**config.mk**
```make
export PLATFORM = sky130hd
export DESIGN_NAME = rtsr_top
export DESIGN_NICKNAME = d
export VERILOG_FILES = /design/src/rtl/rtsr_pkg.sv /design/src/rtl/rtsr_update_timer.sv /design/src/rtl/rtsr_flag.sv /design/src/rtl/rtsr_read_port.sv /design/src/rtl/rtsr_top.sv
export SDC_FILE = /design/constraint.sdc
export NUM_CORES = 1
export LEC_CHECK = 0
export ABC_AREA = 1
export BUFFER_PORTS_ARGS = -buffer_cell sky130_fd_sc_hd__buf_2
export CORE_MARGIN = 2
export CORE_UTILIZATION = 46
export CTS_CLUSTER_DIAMETER = 30
export DETAILED_ROUTE_END_ITERATION = 6
export PLACE_DENSITY = 0.83
export SLEW_MARGIN = 30
export SYNTH_ARGS = -nofsm -noshare
export SYNTH_HDL_FRONTEND = slang
export SYNTH_SLANG_ARGS = --single-unit
```
**constraint.sdc**
```tcl
create_clock -name clk -period 1.91 [get_ports clk]
set_input_delay 0.382 -clock clk [delete_from_list [all_inputs] [get_ports clk]]
set_output_delay 0.382 -clock clk [all_outputs]
set_load 0.02 [all_outputs]
```
**src/rtl/rtsr_pkg.sv**
```systemverilog
package rtsr_pkg;

    localparam int WORD_W = 16;
    localparam int RTA_W  = 5;
    localparam int SA_W   = 5;
    localparam int WC_W   = 5;

    localparam logic [RTA_W-1:0] BCAST_RTA = '1;
    localparam logic [WC_W-1:0]  DBC_CODE  = '0;

    typedef struct packed {
        logic [RTA_W-1:0] rta;
        logic             tr;
        logic [SA_W-1:0]  sa;
        logic [WC_W-1:0]  wc;
    } cmd_t;

    typedef struct packed {
        logic me;
        logic srq;
        logic bcr;
        logic busy;
        logic ssf;
        logic dbca;
        logic tf;
    } stat_bits_t;

    typedef enum logic [1:0] {
        RD_IDLE = 2'd0,
        RD_STAT = 2'd1,
        RD_BIT  = 2'd2
    } rd_mode_t;

    function automatic logic is_mode_cmd(cmd_t c);
        return (c.sa == '0) || (c.sa == '1);
    endfunction

    function automatic logic is_dbc_cmd(cmd_t c);
        return c.tr && is_mode_cmd(c) && (c.wc == DBC_CODE);
    endfunction

    function automatic logic [WORD_W-1:0] pack_status(logic [RTA_W-1:0] rta, stat_bits_t s);
        return {rta, s.me, 1'b0, s.srq, 3'b000, s.bcr, s.busy, s.ssf, s.dbca, s.tf};
    endfunction

endpackage

```
**src/rtl/rtsr_update_timer.sv**
```systemverilog
module rtsr_update_timer #(
    parameter int DLY = 18
) (
    input  logic clk,
    input  logic rst,
    input  logic start,
    output logic fire
);
    localparam int CW = $clog2(DLY + 1);

    logic [CW-1:0] cnt;

    always_ff @(posedge clk) begin
        if (rst) begin
            cnt <= '0;
        end else if (start) begin
            cnt <= CW'(DLY);
        end else if (cnt != '0) begin
            cnt <= cnt - CW'(1);
        end
    end

    assign fire = (cnt == CW'(1));
endmodule

```
**src/rtl/rtsr_flag.sv**
```systemverilog
module rtsr_flag (
    input  logic clk,
    input  logic rst,
    input  logic set,
    input  logic clr,
    output logic q
);
    always_ff @(posedge clk) begin
        if (rst)      q <= 1'b0;
        else if (set) q <= 1'b1;
        else if (clr) q <= 1'b0;
    end
endmodule

```
**src/rtl/rtsr_read_port.sv**
```systemverilog
module rtsr_read_port
    import rtsr_pkg::*;
#(
    parameter int STAT_LEN = 6,
    parameter int BIT_LEN  = 8,
    parameter int BIT_W    = 14
) (
    input  logic              clk,
    input  logic              rst,
    input  logic              stat_rd,
    input  logic              bit_rd,
    input  logic [WORD_W-1:0] status_word,
    input  logic [BIT_W-1:0]  bit_word,
    output logic              stat_en_n,
    output logic              bit_en_n,
    output logic [WORD_W-1:0] par_data
);
    localparam int MAXLEN = (STAT_LEN > BIT_LEN) ? STAT_LEN : BIT_LEN;
    localparam int CW     = $clog2(MAXLEN + 1);

    rd_mode_t         mode;
    logic [CW-1:0]    cnt;
    logic [BIT_W-1:0] bit_q;

    always_ff @(posedge clk) begin
        if (rst) begin
            mode  <= RD_IDLE;
            cnt   <= '0;
            bit_q <= '0;
        end else if (mode == RD_IDLE) begin
            if (stat_rd) begin
                mode <= RD_STAT;
                cnt  <= CW'(STAT_LEN - 1);
            end else if (bit_rd) begin
                mode  <= RD_BIT;
                cnt   <= CW'(BIT_LEN - 1);
                bit_q <= bit_word;
            end
        end else if (cnt == '0) begin
            mode <= RD_IDLE;
        end else begin
            cnt <= cnt - CW'(1);
        end
    end

    always_comb begin
        stat_en_n = (mode != RD_STAT);
        bit_en_n  = (mode != RD_BIT);
        unique case (mode)
            RD_STAT: par_data = status_word;
            RD_BIT:  par_data = WORD_W'(bit_q);
            default: par_data = '0;
        endcase
    end
endmodule

```
**src/rtl/rtsr_top.sv**
```systemverilog
module rtsr_top
    import rtsr_pkg::*;
#(
    parameter int UPDATE_DLY = 18,
    parameter int STAT_LEN   = 6,
    parameter int BIT_LEN    = 8,
    parameter int BIT_W      = 14
) (
    input  logic              clk,
    input  logic              rst,
    input  logic [RTA_W-1:0]  rt_addr,
    input  logic              bcast_en,
    input  logic              cmd_valid,
    input  logic [WORD_W-1:0] cmd_word,
    input  logic              in_cmd,
    input  logic              illegal_n,
    input  logic              accept_dbc_n,
    input  logic              srq_n,
    input  logic              busy_n,
    input  logic              ssflag_n,
    input  logic              rtflag_n,
    input  logic              word_err,
    input  logic              selftest_fail,
    input  logic              wdog_to,
    input  logic              stat_tx_start,
    input  logic              stat_rd,
    input  logic              bit_rd,
    input  logic [BIT_W-1:0]  bit_word,
    output logic [WORD_W-1:0] status_word,
    output logic              mess_err_n,
    output logic              rt_fail_n,
    output logic              stat_en_n,
    output logic              bit_en_n,
    output logic [WORD_W-1:0] par_data
);
    cmd_t       cmd_in;
    stat_bits_t st;
    logic       dbc_q;
    logic       ill_q;
    logic       incmd_q;
    logic       incmd_rise;
    logic       upd_fire;
    logic       me_flag;
    logic       fail_flag;

    assign cmd_in     = cmd_t'(cmd_word);
    assign incmd_rise = in_cmd && !incmd_q;

    rtsr_update_timer #(.DLY(UPDATE_DLY)) i_timer (
        .clk   (clk),
        .rst   (rst),
        .start (cmd_valid),
        .fire  (upd_fire)
    );

    // Message-related state: command capture, illegal strobe, error bit
    always_ff @(posedge clk) begin
        if (rst) begin
            incmd_q <= 1'b0;
            ill_q   <= 1'b0;
            dbc_q   <= 1'b0;
            st.me   <= 1'b0;
            st.bcr  <= 1'b0;
        end else begin
            incmd_q <= in_cmd;
            if (cmd_valid) begin
                ill_q  <= 1'b0;
                dbc_q  <= is_dbc_cmd(cmd_in);
                st.bcr <= (cmd_in.rta == BCAST_RTA) && bcast_en;
                st.me  <= word_err;
            end else begin
                if (incmd_rise && !illegal_n) begin
                    ill_q <= 1'b1;
                    st.me <= 1'b1;
                end
                if (word_err) st.me <= 1'b1;
            end
        end
    end

    // Host-controlled bits, loaded only at the update instant
    always_ff @(posedge clk) begin
        if (rst) begin
            st.srq  <= 1'b0;
            st.busy <= 1'b0;
            st.ssf  <= 1'b0;
            st.tf   <= 1'b0;
            st.dbca <= 1'b0;
        end else if (upd_fire) begin
            st.srq  <= !srq_n;
            st.busy <= !busy_n;
            st.ssf  <= !ssflag_n;
            st.tf   <= !rtflag_n;
            st.dbca <= !accept_dbc_n && dbc_q && !ill_q && !st.bcr;
        end
    end

    assign status_word = pack_status(rt_addr, st);

    rtsr_flag i_me_flag (
        .clk (clk),
        .rst (rst),
        .set (word_err),
        .clr (cmd_valid),
        .q   (me_flag)
    );

    rtsr_flag i_fail_flag (
        .clk (clk),
        .rst (rst),
        .set (selftest_fail || wdog_to),
        .clr (stat_tx_start),
        .q   (fail_flag)
    );

    assign mess_err_n = !me_flag;
    assign rt_fail_n  = !fail_flag;

    rtsr_read_port #(
        .STAT_LEN (STAT_LEN),
        .BIT_LEN  (BIT_LEN),
        .BIT_W    (BIT_W)
    ) i_rd (
        .clk         (clk),
        .rst         (rst),
        .stat_rd     (stat_rd),
        .bit_rd      (bit_rd),
        .status_word (status_word),
        .bit_word    (bit_word),
        .stat_en_n   (stat_en_n),
        .bit_en_n    (bit_en_n),
        .par_data    (par_data)
    );
endmodule

```
Word-level counts from Yosys, hierarchy flattened:

Cells that the tools add are included.

* flip-flop bits (word level): 37
* input bits: 52
* output and inout port bits: 36
* logic and storage cells: 82

* add/sub/neg operators: 2
* equality and inequality tests: 9
* multiplexer cells: 18
* bitwise operators: 1
* reduce and logical (&&, ||, !) cells: 35

Operators with widths (number)
* one-hot mux 16 bit (2 select lines): 1
* two-way mux 4 bit: 4
* logical NOT 1 bit: 11
* equality test 5 bit (second input constant): 2
* logical NOT 5 bit: 2
* two-way mux 5 bit: 2
* logical AND 1 bit: 8
* two-way mux 2 bit: 4
* nonzero test 2 bit: 4
* two-way mux 1 bit: 7
* equality test 5 x 1 -> 1 bit (second input constant): 1
* nonzero test 5 bit: 1
* subtractor 5 x 1 -> 5 bit (second input constant): 1
* logical NOT 4 bit: 1
* != test 2 x 1 -> 1 bit (second input constant): 2
* AND reduction 2 bit: 2
* subtractor 4 x 1 -> 4 bit (second input constant): 1
* != test 3 bit (second input constant): 1
* AND reduction 3 bit: 1
* nonzero test 3 bit: 1
* equality test 2 x 1 -> 1 bit (second input constant): 1
* equality test 2 bit (second input constant): 1
* logical NOT 2 bit: 1
* logical OR 1 bit: 2
* 3 further kinds: 3

Depth between registers and ports, before layout:

* word-level depth: 6
* mapped depth: 8
* depth with buffers taken out: 8

Cells and area by module:

Synthesis repeated with hierarchy kept, for this count alone.

* cells, all modules: 291
* area, all modules: 1946.9 um2

By module, submodules not included
* rtsr_read_port: times used 1, cells each 171, area each 1088.5 um2, seq. area each 400.4 um2
* rtsr_top: times used 1, cells each 73, area each 516.7 um2, seq. area each 200.2 um2
* rtsr_update_timer: times used 1, cells each 37, area each 261.5 um2, seq. area each 100.1 um2
* rtsr_flag: times used 2, cells each 5, area each 40.0 um2, seq. area each 20.0 um2

Worst setup path before layout:

Ideal clock, no wire load.

* kind: register to output
* from: register i_rd.mode[0]
* to: output port par_data[0]
* data arrival time: 1360 ps
* data required time: 1528 ps
* setup slack: 168 ps
* stages on the path, launching flop included: 5
* path buffers: 0
* path through: dfxtp_1 > inv_1 > ha_1 > nand2_1 > o21ai_0

* cells in the longest elaborated chain, start to end: 2
* elaborated cells on any way between the ends: 3
* classes of those cells: eq/ne (2); mux (1)

RTL lines
* from (decl): line rtsr_read_port.sv:21 `rd_mode_t mode;`
* from (signal assigned): line rtsr_read_port.sv:27 `mode <= RD_IDLE;`
* from (signal assigned): line rtsr_read_port.sv:32 `mode <= RD_STAT;`
* from (signal assigned): line rtsr_read_port.sv:35 `mode <= RD_BIT;`
* equality test 2 bit or equality test 2 x 1 -> 1 bit (tied branches): line rtsr_read_port.sv:49 `unique case (mode)`
* one-hot mux 16 bit (2 select lines) *: line rtsr_read_port.sv:49
* to (decl): line rtsr_top.sv:34 `output logic [WORD_W-1:0] par_data`

Mark *: on every way between the ends. The rest lies on a longest branch, timed or not.

Worst setup path in the final report:

* from: register i_rd.mode[0]
* to: output port par_data[8]

The elaborated chain is that of the path after synthesis.

==> results.cfg <==
[die]
num_rows = 23
die-width_um = 68.4
chipHeight_um = 68.4
floorplan.die_area_mm2 = 0.00468
boundaryPins = 88
design.core.area_mm2 = 0.00400
start_util_pct = 47.7

[clocking]
cts.sink_count = 37
tritoncts_buffers = 5
cts_buffer_depth = 2
cts_max_level = 2
cts.clk_slew.worst_paths_ps = 70
cts_root_buffer = sky130_fd_sc_hd__clkbuf_8
clock_insertion_delay_worst_skew_ps = 300
postCtsHoldBufs = 0
cts_tree = yes

[sta]
finalHoldViolCount = 0
fin_worst_skew_ps = 6.43
worst_hold_slack_ps = 294
fin_tns_setup_ps = 0
post-route-min-period_ps = 1870
worstMarginPinSlew_ps = 504
slew_headroom_pct = 66.4
clock.fmax_ghz = 0.535
finalSetupViolations = 0
slew_violations = 0
final_min_period_over_clock_period_pct = 97.9

[finish]
layout_common_cells = 75 x sky130_fd_sc_hd__buf_2, 48 x sky130_fd_sc_hd__nor2_1, 41 x sky130_fd_sc_hd__inv_1
antenna-diode-count = 0
final_util_pct = 64.2
final_design_area_no_fill_mm2 = 0.00257
layout-drive-gt1-share_pct = 32.8
mostFrequentLayoutCell = sky130_fd_sc_hd__buf_2
final_cell_count_no_fill = 410
regArea_um2 = 748
multi_input_comb_area_um2 = 965
syn2layout_area_growth_pct = 34.5
final_net_count = 418
layout.filler_cells = 364

[route]
drtAntennaViolNets = 0
initialDrtViolationCount = 94
wl_per_cell_um = 11.1
detail_route.drc_violations = 0
drt_first_pass_iters = 4
wl_um = 4570
num_vias = 1977
vias_per_cell = 4.82

[critical_path]
max_stage_delay_ps = 380
worstPathCellList = inv_4 > ha_4 > buf_8 > nand3_1 > o21ai_1 > buf_4
cp-end-kind = output pin
worst-endpoint-arrival_ps = 1490
setup.worst_path.start_class = flop
timing.critical_path.required_ps = 1530
slowest_cp_cell = sky130_fd_sc_hd__dfxtp_4
kind_of_cell_adding_the_most_delay_to_the_critical_path = flip-flops
worstPathMaxFanout = 6
critical_path_buf_inv_count = 3
setup.worst_path.class = reg -> out
worst-r2r-setup-slack_ps = 560

[power_and_ir_drop]
power.leakage_nw = 1.32
ir_worst_vdd_v = 0.000435
pwr_density_cell_mw_per_mm2 = 806

[min_path]
hold_class = in -> reg

[global_routing]
grt_start_max_net_pins = 17
grt_pass1_wl_um = 6840
track_usage_pct = 19.9
grt.overflow.total = 0
number_of_antenna_violations_at_the_first_check_in_global_routing = 0
first_global_vias = 1647

[yosys]
syn_area_mm2 = 0.00191
synth_simple_gate_area_share_pct = 28.3
synth_top_cells_by_area = sky130_fd_sc_hd__dfxtp_1 39%, sky130_fd_sc_hd__nor2_1 9.4%, sky130_fd_sc_hd__inv_1 8.5%, sky130_fd_sc_hd__nand2_1 7.3%, sky130_fd_sc_hd__nand3_1 6.6%
synth.avg_cell_area_um2 = 6.92
synth.distinct_cells = 28
synth-compound-area-share_pct = 12.4
netlist.top_cell.by_area = sky130_fd_sc_hd__dfxtp_1
synth-seq-cells = 37
synth_top_family_by_area = simple AND/OR/NAND/NOR gates
share_of_the_yosys_chip_area_belonging_to_registers_pct = 38.8
synth-xor-area-share_pct = 0.917
post-synth-top-area-fraction_pct = 38.8
synth_fa_ha_area_share_pct = 4.59
synth.yosys.warnings = 0
synthMuxAreaShare_pct = 0
syn-instance-count = 276

[run]
timing.max_cap.violations = 0

[placement]
placed_area_mm2 = 0.00232
place.port_buffers = 83
placed_cells_incl_taps = 400
gp_congestion = 0.876
hpwl_reported_at_the_end_of_detailed_placement_um = 3460

[status]
status = finished clean
-- sequential cells by signal (all words and copies together), names as in the netlist, 2 cells and up --
name	cells
i_rd.bit_q	14
i_timer.cnt	5
i_rd.cnt	4
i_rd.mode	2
status_word	7
-- tightest hold or removal path: cells and delay by family --
family                 cells  cell delay (ps)
buffers and inverters      2              110
and+or+nand+nor            1               70
-- cells in the mapped netlist (all sizes together) --
cell    number
dfxtp       37
nor2        49
ha           7
clkinv       1
buf         14
nand3       27
clkbuf       2
xnor2        2
conb         1
nand3b       1
o21ai       29
nand4        6
o31a         1
inv         44
a21oi       12
nand2       39
a31oi        1
nor3         1
o22ai        2
-- final cells by class --
class	count	share of cell area [%]
clock buffer	5	2.68
clock inverter	3	1.80
inverter	45	6.72
multi-input combinational	181	37.6
sequential	37	29.1
tap	50	2.44
timing repair buffer	89	19.7
-- per-layer routing --
layer	part of all wire [%]	up-vias	wire, um	global-route usage [%]
li1	-	1026	-	-
met1	42	864	1900	21.7
met2	49	77	2220	35.7
met3	7.7	10	353	4.44
met4	2.1	0	97	9.75
met5	0	-	0	0
-- power by group --
part           internal (mW)  switching (mW)  total, mW
clock network          0.391           0.304      0.694
registers              0.835          0.0441      0.879
logic                  0.207           0.290      0.497
-- cell families after synthesis --
logic type,after synthesis
AND/OR/NAND/NOR,123
other,1
adder cells (fa/ha/maj),7
flip-flops,37
AO/OA/AOI/OAI,45
XOR/XNOR,2
buffers and inverters,61
-- stage by stage --
stage | worst slack [ps] | power, mW
6_report | 41.0 | 2.07
5_1_grt | -22.6 | 2.18
4_1_cts | -4.24 | 2.05
3_5_place_dp | 124 | 1.34
3_3_place_gp | 196 | 1.32
2_1_floorplan | 168 | 1.21
-- path summary, 6_finish.rpt --
path	from	end	cells past startpoint
max	i_rd.mode[0]	par_data[8]	6
min	in_cmd	incmd_q	3
max reg2reg	i_rd.mode[0]	i_rd.bit_q[13]	6
min reg2reg	ill_q	ill_q	2
-- repair_timing --
action	CTS	global route
cloned	0	1
pin swaps	0	2
setup buffers	0	1
resized for setup	15	21
setup endpoints to repair	12	9
Note: power is estimated with default switching activity, not from simulation.
